==> src/rtl/dnet_pkg.sv <==
package dnet_pkg;

  // Which of a switch's two inputs owns a tie on an output terminal.
  typedef enum logic {
    PICK_UPPER = 1'b0,
    PICK_LOWER = 1'b1
  } pick_t;

  // Perfect-shuffle: rotate a line index left by one within `bits` bits.
  function automatic int shuffle_pos(input int idx, input int bits);
    int mask;
    mask = (1 << bits) - 1;
    return ((idx << 1) | (idx >> (bits - 1))) & mask;
  endfunction

endpackage

==> src/rtl/dnet_fifo.sv <==
module dnet_fifo #(
  parameter int W     = 19,
  parameter int DEPTH = 2
) (
  input  logic         clk,
  input  logic         rst_n,
  input  logic         push,
  input  logic [W-1:0] wdata,
  input  logic         pop,
  output logic [W-1:0] head,
  output logic         nonempty,
  output logic         full
);
  localparam int PTR_W = (DEPTH > 1) ? $clog2(DEPTH) : 1;
  localparam int CNT_W = $clog2(DEPTH + 1);

  logic [W-1:0]     mem [DEPTH];
  logic [PTR_W-1:0] wr_ptr, rd_ptr;
  logic [CNT_W-1:0] fill;

  assign head     = mem[rd_ptr];
  assign nonempty = (fill != '0);
  assign full     = (fill == CNT_W'(DEPTH));

  always_ff @(posedge clk) begin
    if (push) mem[wr_ptr] <= wdata;
  end

  always_ff @(posedge clk) begin
    if (!rst_n) begin
      wr_ptr <= '0;
      rd_ptr <= '0;
      fill   <= '0;
    end else begin
      if (push) wr_ptr <= (wr_ptr == PTR_W'(DEPTH - 1)) ? '0 : wr_ptr + 1'b1;
      if (pop)  rd_ptr <= (rd_ptr == PTR_W'(DEPTH - 1)) ? '0 : rd_ptr + 1'b1;
      case ({push, pop})
        2'b10:   fill <= fill + 1'b1;
        2'b01:   fill <= fill - 1'b1;
        default: fill <= fill;
      endcase
    end
  end
endmodule

==> src/rtl/dnet_switch.sv <==
module dnet_switch
  import dnet_pkg::*;
#(
  parameter int PW  = 19,
  parameter int SEL = 18
) (
  input  logic          clk,
  input  logic          rst_n,
  input  logic [1:0]    hv,
  input  logic [PW-1:0] hpkt [2],
  input  logic [1:0]    space,
  output logic [1:0]    ovld,
  output logic [PW-1:0] opkt [2],
  output logic [1:0]    pop
);
  logic [1:0] rq [2];
  logic       contend [2];
  pick_t      win [2];
  pick_t      prio [2];

  always_comb begin
    pop  = '0;
    ovld = '0;
    for (int b = 0; b < 2; b++) begin
      rq[b][0]   = hv[0] && (hpkt[0][SEL] == b[0]);
      rq[b][1]   = hv[1] && (hpkt[1][SEL] == b[0]);
      contend[b] = &rq[b];
      if (contend[b])    win[b] = prio[b];
      else if (rq[b][1]) win[b] = PICK_LOWER;
      else               win[b] = PICK_UPPER;
      ovld[b] = (|rq[b]) && space[b];
      opkt[b] = (win[b] == PICK_LOWER) ? hpkt[1] : hpkt[0];
      if (ovld[b]) pop[win[b]] = 1'b1;
    end
  end

  always_ff @(posedge clk) begin
    for (int b = 0; b < 2; b++) begin
      if (!rst_n)
        prio[b] <= PICK_UPPER;
      else if (ovld[b] && contend[b])
        prio[b] <= (win[b] == PICK_UPPER) ? PICK_LOWER : PICK_UPPER;
    end
  end
endmodule

==> src/rtl/dnet_delta.sv <==
module dnet_delta
  import dnet_pkg::*;
#(
  parameter int N_LOG    = 3,
  parameter int DW       = 16,
  parameter int DEPTH    = 2,
  parameter bit COUNT_EN = 1'b1,
  parameter int CNT_W    = 32
) (
  input  logic                              clk,
  input  logic                              rst_n,
  input  logic [(1<<N_LOG)-1:0]             in_valid,
  output logic [(1<<N_LOG)-1:0]             in_ready,
  input  logic [(1<<N_LOG)-1:0][N_LOG-1:0]  in_dest,
  input  logic [(1<<N_LOG)-1:0][DW-1:0]     in_data,
  output logic [(1<<N_LOG)-1:0]             out_valid,
  output logic [(1<<N_LOG)-1:0][N_LOG-1:0]  out_dest,
  output logic [(1<<N_LOG)-1:0][DW-1:0]     out_data,
  output logic [CNT_W-1:0]                  delivered_count
);
  localparam int PORTS  = 1 << N_LOG;
  localparam int STAGES = N_LOG;
  localparam int AW     = N_LOG;
  localparam int PW     = AW + DW;
  localparam int NV_W   = $clog2(PORTS + 1);

  logic          q_push   [STAGES][PORTS];
  logic [PW-1:0] q_wdata  [STAGES][PORTS];
  logic          q_pop    [STAGES][PORTS];
  logic [PW-1:0] q_head   [STAGES][PORTS];
  logic          q_ne     [STAGES][PORTS];
  logic          q_full   [STAGES][PORTS];
  logic          sw_vld   [STAGES][PORTS];
  logic [PW-1:0] sw_pkt   [STAGES][PORTS];
  logic          sw_space [STAGES][PORTS];

  for (genvar s = 0; s < STAGES; s++) begin : g_stage
    // Queues at switch inputs
    for (genvar j = 0; j < PORTS; j++) begin : g_q
      dnet_fifo #(.W(PW), .DEPTH(DEPTH)) u_q (
        .clk      (clk),
        .rst_n    (rst_n),
        .push     (q_push[s][j]),
        .wdata    (q_wdata[s][j]),
        .pop      (q_pop[s][j]),
        .head     (q_head[s][j]),
        .nonempty (q_ne[s][j]),
        .full     (q_full[s][j])
      );
    end

    // Switch column; stage s steers on address bit AW-1-s
    for (genvar k = 0; k < PORTS / 2; k++) begin : g_sw
      logic [1:0]    hv, sp, ov, pp;
      logic [PW-1:0] hin [2];
      logic [PW-1:0] op  [2];

      for (genvar b = 0; b < 2; b++) begin : g_t
        assign hv[b]   = q_ne[s][2*k+b];
        assign hin[b]  = q_head[s][2*k+b];
        assign sp[b]   = sw_space[s][2*k+b];
        assign sw_vld[s][2*k+b] = ov[b];
        assign sw_pkt[s][2*k+b] = op[b];
        assign q_pop[s][2*k+b]  = pp[b];
      end

      dnet_switch #(.PW(PW), .SEL(DW + AW - 1 - s)) u_sw (
        .clk   (clk),
        .rst_n (rst_n),
        .hv    (hv),
        .hpkt  (hin),
        .space (sp),
        .ovld  (ov),
        .opkt  (op),
        .pop   (pp)
      );
    end

    // Shuffle wiring into this stage's queues
    for (genvar j = 0; j < PORTS; j++) begin : g_link
      localparam int P = shuffle_pos(j, N_LOG);
      if (s == 0) begin : g_entry
        assign q_push[0][P]  = in_valid[j] && !q_full[0][P];
        assign q_wdata[0][P] = {in_dest[j], in_data[j]};
        assign in_ready[j]   = !q_full[0][P];
      end else begin : g_inner
        assign q_push[s][P]       = sw_vld[s-1][j];
        assign q_wdata[s][P]      = sw_pkt[s-1][j];
        assign sw_space[s-1][j]   = !q_full[s][P];
      end
    end
  end

  // Outputs never back-pressure
  for (genvar j = 0; j < PORTS; j++) begin : g_exit
    assign sw_space[STAGES-1][j] = 1'b1;
  end

  always_ff @(posedge clk) begin
    for (int j = 0; j < PORTS; j++) begin
      if (!rst_n) begin
        out_valid[j] <= 1'b0;
        out_dest[j]  <= '0;
        out_data[j]  <= '0;
      end else begin
        out_valid[j] <= sw_vld[STAGES-1][j];
        out_dest[j]  <= sw_pkt[STAGES-1][j][PW-1:DW];
        out_data[j]  <= sw_pkt[STAGES-1][j][DW-1:0];
      end
    end
  end

  if (COUNT_EN) begin : g_cnt
    logic [NV_W-1:0]  nvalid;
    logic [CNT_W-1:0] total;

    always_comb begin
      nvalid = '0;
      for (int j = 0; j < PORTS; j++) nvalid = nvalid + NV_W'(out_valid[j]);
    end

    always_ff @(posedge clk) begin
      if (!rst_n) total <= '0;
      else        total <= total + CNT_W'(nvalid);
    end
    assign delivered_count = total;
  end else begin : g_nocnt
    assign delivered_count = '0;
  end
endmodule

==> config.mk <==
export PLATFORM = sky130hd
export DESIGN_NAME = dnet_delta
export DESIGN_NICKNAME = d
export VERILOG_FILES = /design/src/rtl/dnet_pkg.sv /design/src/rtl/dnet_fifo.sv /design/src/rtl/dnet_switch.sv /design/src/rtl/dnet_delta.sv
export SDC_FILE = /design/constraint.sdc
export NUM_CORES = 2
export LEC_CHECK = 0
export BUFFER_PORTS_ARGS = -buffer_cell sky130_fd_sc_hd__buf_2
export CAP_MARGIN = 10
export CELL_PAD_IN_SITES_DETAIL_PLACEMENT = 1
export CELL_PAD_IN_SITES_GLOBAL_PLACEMENT = 1
export CORE_MARGIN = 2
export CORE_UTILIZATION = 54
export CTS_BUF_LIST = sky130_fd_sc_hd__clkbuf_16
export CTS_CLUSTER_DIAMETER = 80
export DETAILED_ROUTE_END_ITERATION = 7
export PLACE_DENSITY_LB_ADDON = 0.2
export SYNTH_ARGS = -nofsm -noshare
export SYNTH_HDL_FRONTEND = slang
export SYNTH_SLANG_ARGS = --single-unit
==> constraint.sdc <==
create_clock -name clk -period 6.7 [get_ports clk]
set_input_delay 0.335 -clock clk [delete_from_list [all_inputs] [get_ports clk]]
set_output_delay 0.335 -clock clk [all_outputs]
set_load 0.005 [all_outputs]
Yosys cells after proc, flatten, opt, wreduce, memory -nomap -nowiden
Memory sizes are Yosys's and may differ from the RTL's. A register that Yosys moved wholly into a read port is not among the register bits.
Cells that the tools add are included.
{ "op_classes": {"n_addsub": 104, "order_cmp": 48, "n_eq_ne": 72, "mux": 433, "bitwise": 60, "reduce_logical": 240} }
{ "op_table": {"columns": ["op", "count"], "rows": [
  ["2-to-1 mux 19 bit", 24],
  ["2-to-1 mux 1 bit", 337],
  ["logical AND 1 bit", 120],
  ["== test 2 bit, second input constant", 48],
  ["one-hot mux 2 bit (2 select lines)", 24],
  ["nonzero test 2 bit", 48],
  ["adder 1 bit, second input constant", 48],
  ["adder 2 x 1 -> 2 bit, second input constant", 24],
  ["== test 2 x 1 -> 1 bit, second input constant", 24],
  ["< comparator 1 x 2 -> 1 bit, second input constant", 24],
  ["2-to-1 mux 2 bit", 24],
  ["AND reduction 2 bit", 24],
  ["OR reduction 2 bit", 24],
  ["subtractor 2 x 1 -> 2 bit, second input constant", 24],
  ["adder 32 x 4 -> 32 bit", 1],
  ["demux 1 bit (select 1 bit)", 24],
  [">= comparator 1 bit, second input constant", 24],
  ["zero test 1 bit", 24],
  ["NOT 1 bit", 24],
  ["OR 1 bit", 24],
  ["OR 2 bit", 12],
  ["adder 4 x 1 -> 4 bit", 4],
  ["adder 3 x 1 -> 4 bit", 1],
  ["adder 2 x 1 -> 3 bit", 1],
  ["adder 1 x 1 -> 2 bit", 1]
]} }
{ "totals": {"ff_bits": 288, "mem_bits_rw": 936, "input_bits": 162, "out_inout_bits": 200, "elab_cells": 1083, "memories": 36} }
{ "memory_table": {"columns": ["name", "words", "word_bits", "rd", "rd_ports_with_merged_regs", "write_ports", "line_no", "rtl"], "rows": [
  ["g_stage[0].g_q[0].u_q.mem", 2, 19, 1, 1, 1, "dnet_fifo.sv:17", "logic [W-1:0] mem [DEPTH];"],
  ["g_stage[0].g_q[1].u_q.mem", 2, 19, 1, 1, 1, "dnet_fifo.sv:17", null],
  ["g_stage[0].g_q[2].u_q.mem", 2, 19, 1, 1, 1, "dnet_fifo.sv:17", null],
  ["g_stage[0].g_q[3].u_q.mem", 2, 19, 1, 1, 1, "dnet_fifo.sv:17", null],
  ["g_stage[0].g_q[4].u_q.mem", 2, 19, 1, 1, 1, "dnet_fifo.sv:17", null],
  ["g_stage[0].g_q[5].u_q.mem", 2, 19, 1, 1, 1, "dnet_fifo.sv:17", null],
  ["+30 memories", null, null, null, null, null, null, null]
]} }

Longest topological paths before layout
{ "logic_depth": {"depth_word": 13, "ltp_mapped": 12} }

Cells and area by module
From an unflattened synthesis, not the netlist that was laid out.
{ "unflattened": {"hier_cells": 3296, "area_unflattened_um2": 52850.7} }
{ "modules_own_cells": {"columns": ["mod", "instances", "cells_per_inst", "area_each_um2", "seq_area_each_um2"], "rows": [
  ["dnet_fifo", 24, 81, 1586.5, 1241.2],
  ["dnet_delta", 1, 556, 6070.8, 3843.7],
  ["dnet_switch at g_stage[1].g_sw[0].u_sw ...", 8, 66, 733.2, 50.0],
  ["dnet_switch at g_stage[0].g_sw[0].u_sw ...", 4, 67, 709.4, 50.0]
]} }

Worst setup path after synthesis
Ideal clock, no wire load.
{ "synth_path": {"path_kind": "reg2reg", "from": "register out_valid[0]", "to": "register g_cnt.total[26], in the netlist delivered_count[26]", "arrival_ns": 3.337, "required_ns": 6.630, "slack_ns": 3.293, "stages_incl_launch_ff": 13, "path_buffers": 0, "path_cell_list": "dfxtp_1 -> fa_1 -> inv_1 -> fa_1 -> fa_1 -> fa_1 -> inv_1 -> fa_1 -> nand3_1 -> nand2_1 -> nand3_1 -> or3_1 -> a21oi_1"} }
{ "synth_between": {"elab_chain_len": 8} }
{ "synth_rtl": {"columns": ["item", "line_no", "rtl"], "rows": [
  ["start: declaration", "dnet_delta.sv:16", "output logic [(1<<N_LOG)-1:0] out_valid,"],
  ["start signal: indexed assignment", "dnet_delta.sv:106", "out_valid[j] <= sw_vld[STAGES-1][j];"],
  ["adder 1 x 1 -> 2 bit", "dnet_delta.sv:119", "for (int j = 0; j < PORTS; j++) nvalid = nvalid + NV_W'(out_valid[j]);"],
  ["adder 2 x 1 -> 3 bit", "dnet_delta.sv:119", null],
  ["adder 3 x 1 -> 4 bit", "dnet_delta.sv:119", null],
  ["adder 4 x 1 -> 4 bit (4 in a row)", "dnet_delta.sv:119", null],
  ["adder 32 x 4 -> 32 bit", "dnet_delta.sv:124", "else total <= total + CNT_W'(nvalid);"],
  ["end signal: assignment", "dnet_delta.sv:124", null],
  ["end: declaration", "dnet_delta.sv:115", "logic [CNT_W-1:0] total;"]
]} }
Every way passes these cells.
A chain may end at the register's enable or synchronous reset.

==> impl_metrics.env <==
export IMPL_postCtsHoldBufs=152
export IMPL_crit_path_max_fanout=19
export IMPL_syn_area_per_cell_um2=14.51
export IMPL_ir_worst_vdd_mv=0.2770
export IMPL_drtIter0Drc=2897
export IMPL_placed_cells=4886
export IMPL_clk_latency_ns=0.75
export IMPL_dieWidth_um=307.9
export IMPL_clock_sinks=1248
export IMPL_hold_end="g_stage[0].g_q[7].u_q.wr_ptr"
export IMPL_layout_cells_non_filler=5285
export IMPL_start_util=0.5447
export IMPL_vias=31160
export IMPL_finalNetCount=4191
export IMPL_worstMarginPinSlew_ns=1.257
export IMPL_cts_buffers=132
export IMPL_postCtsSetupBuffers=0
export IMPL_synth_nets=3634
export IMPL_placementRows=111
export IMPL_dp_hpwl_um=100300
export IMPL_ant_nets=0
export IMPL_clockBufferDepth=3
export IMPL_wl_um=149600
export IMPL_ys_flop_type="edfxtp_1"
export IMPL_synth_cell_types=60
export IMPL_cts_max_level=4
export IMPL_p_leak_uw=0.02345
export IMPL_r2r_end="g_stage[1].g_q[5].u_q.fill[1]"
export IMPL_ys_async_sr_fraction=0
export IMPL_core_area_um2=91520
export IMPL_dieArea_um2=94770
export IMPL_power_per_cell_area_nw_per_um2=540.7
export IMPL_clock_skew_ns=0.02481
export IMPL_hold_path_class="primary input to register"
export IMPL_drive_gt1_frac=0.1642
export IMPL_io_buffers=361
export IMPL_cts_tree="yes"
export IMPL_cp_end_kind="register"
export IMPL_grt_pass1_vias=33207
export IMPL_grt_antenna_before_repair=6
export IMPL_path_clk_slew_ns=0.06
export IMPL_final_min_clock_period_ns=4.033
export IMPL_first_pass_iters=6
export IMPL_setup_violations=0
export IMPL_cts_resized=0
export IMPL_hold_viol=0
export IMPL_slew_headroom=0.1610
export IMPL_grt_pass1_wl_um=218000
export IMPL_cp_data_required_time_ns=7.34
export IMPL_gp_congestion=0.8749
export IMPL_grt_max_degree=111
export IMPL_fin_crit_sh=0.6019
export IMPL_yosysSeqAreaShare=0.6866
export IMPL_synth_area_um2=49860
export IMPL_startpoint_type="register"
export IMPL_synth_seq_cells=1248
export IMPL_tns_ns=0
export IMPL_postLayoutCoreUtil=0.6413
export IMPL_setup_worst_path_class="register to register"
export IMPL_critical_path_arrival_ns=4.67
export IMPL_wl_per_cell_um=28.30
export IMPL_grt_usage=0.3141
export IMPL_hold_depth=4
export IMPL_cts_root_buf="clkbuf_16"
export IMPL_yosys_warnings=0
export IMPL_power_uw=31740
export IMPL_r2r_slack_ns=2.67
export IMPL_rsz0062_at_grt="no"
export IMPL_syn_to_final_growth_pct=17.73
export IMPL_drv_cap=0
export IMPL_fmax_mhz=248.0
export IMPL_viasPerCell=5.896
export IMPL_drv_slew=0
export IMPL_outcome="completed"
export IMPL_ff2ff_path_depth=8
export IMPL_gr_total_overflow=0
export IMPL_ios=362
export IMPL_synth_cells=3437
export IMPL_drcViolationCount=0
export IMPL_synth_edf_count=924
export IMPL_fp_dieH_um=307.9
export IMPL_hold_path_startpoint="in_valid[7]"
export IMPL_diodes=0
-- worst max path at each step --
stage,slack (ns),end,start,cells after the start
after floorplan,3.29,delivered_count[26],out_valid[0],12
after global placement,2.74,g_stage[0].g_q[5].u_q.fill[1],register,7
after detailed placement,2.52,g_stage[1].g_q[5].u_q.fill[1],register,7
after CTS,2.43,g_stage[1].g_q[5].u_q.fill[1],register,7
after global routing,2.47,g_stage[1].g_q[5].u_q.fill[1],register,8
final,2.67,g_stage[1].g_q[5].u_q.fill[1],register,8
-- area by class of cell --
type	instances	area (um^2)
flip-flops and latches	1248	34230
fillers	8481	32830
multi-input cells	2007	14770
repair buffers	572	3830
clock buffers	142	3553
well taps	1186	1484
clock inverters	97	699.4
inverters	33	126.4
-- worst max-delay path: stages (launching register included) --
cell       delay, ns
dfxtp_1         1.08
mux2i_1         0.48
o21ai_1         0.26
o21ai_2         0.68
buf_6           0.27
o2bb2ai_1       0.18
ha_1            0.37
or3_1           0.40
a21oi_1         0.19
-- power by group --
part           internal, uW  switching (uW)  leakage (uW)
registers             11800            1450        0.0112
clock network          4230            3120       0.00222
logic                  3870            7280        0.0100
total                 19900           11800        0.0235
-- cells by family after synthesis --
| kind of cell | Yosys count | synth area share |
|---|---|---|
| compound gates | 176 | 0.02296 |
| xor+xnor | 110 | 0.01932 |
| fa+ha+maj | 35 | 0.009537 |
| buf+inv | 182 | 0.01932 |
| flops | 1248 | 0.6866 |
| mux | 783 | 0.1577 |
| simple gates | 903 | 0.08452 |
-- metrics by stage --
step                instance area [um^2]  setup WS [ns]  hold WS, ns
floorplan                          49860          3.293       0.4339
global placement                   52800          2.737       0.4596
detailed placement                 52800          2.523       0.4725
CTS                                58570          2.430    0.0004407
global route                       58700          2.471      0.05272
finish                             58700          2.667      0.02337
-- cells in the final DEF, fill, tap and decap left out, types with 13 or more instances in the layout --
| cell type | netlist | routed |
|---|---|---|
| edfxtp_1 | 924 | 924 |
| mux2i_1 | 775 | 775 |
| buf_2 | 26 | 360 |
| nand2_1 | 356 | 356 |
| dfxtp_1 | 324 | 324 |
| nor2_1 | 209 | 203 |
| and3_1 | 160 | 160 |
| dlygate4sd3_1 | 0 | 152 |
| clkbuf_16 | 0 | 142 |
| inv_1 | 33 | 63 |
| xnor2_1 | 55 | 55 |
| xor2_1 | 55 | 55 |
| buf_4 | 43 | 52 |
| o21ai_0 | 58 | 45 |
| nand2b_1 | 43 | 43 |
| a21oi_1 | 35 | 35 |
| or3_1 | 31 | 31 |
| ha_1 | 30 | 30 |
| clkinv_1 | 0 | 25 |
| o21ai_2 | 5 | 19 |
| nand3_1 | 19 | 19 |
| nor2b_1 | 16 | 16 |
| or2_2 | 16 | 16 |
| clkinv_2 | 0 | 15 |
| nor3_1 | 14 | 14 |
| o21ai_1 | 15 | 13 |
| o21a_1 | 13 | 13 |
-- layer usage --
metal,GRT usage,part of all wire,vias to the layer above,routed length [um]
met3,0.06280,0.072,223,10800
met1,0.4046,0.40,16059,59690
met4,0.09654,0.026,0,3957
met5,0,0,-,0
met2,0.5369,0.50,1184,75140
li1,-,-,13694,-
-- flip-flops by register name, summed over array words and instances, names as in the netlist, named ones only --
signal	count
out_dest	24
out_valid	8
g_stage.g_q.u_q.mem	912
out_data	128
delivered_count	32
g_stage.g_sw.u_sw.prio	24
g_stage.g_q.u_q.wr_ptr	24
g_stage.g_q.u_q.rd_ptr	24
g_stage.g_q.u_q.fill	48
-- synthesized netlist by cell type, types with 5 or more instances --
cell | instances | area share
a21oi_1 | 35 | 0.0035
and2_1 | 12 | 0.0015
and3_1 | 160 | 0.020
buf_1 | 12 | 0.00090
buf_2 | 26 | 0.0026
buf_4 | 43 | 0.0065
buf_6 | 11 | 0.0025
clkbuf_1 | 56 | 0.0042
dfxtp_1 | 324 | 0.13
edfxtp_1 | 924 | 0.56
fa_1 | 5 | 0.0020
ha_1 | 30 | 0.0075
inv_1 | 33 | 0.0025
mux2i_1 | 775 | 0.16
nand2_1 | 356 | 0.027
nand2b_1 | 43 | 0.0054
nand3_1 | 19 | 0.0019
nand4_1 | 8 | 0.0010
nor2_1 | 209 | 0.016
nor2b_1 | 16 | 0.0020
nor3_1 | 14 | 0.0014
o21a_1 | 13 | 0.0020
o21ai_0 | 58 | 0.0058
o21ai_1 | 15 | 0.0015
o21ai_2 | 5 | 0.00088
o31a_1 | 5 | 0.00088
or2_2 | 16 | 0.0020
or3_1 | 31 | 0.0039
xnor2_1 | 55 | 0.0097
xor2_1 | 55 | 0.0097
(Power assumes the default switching activity.)
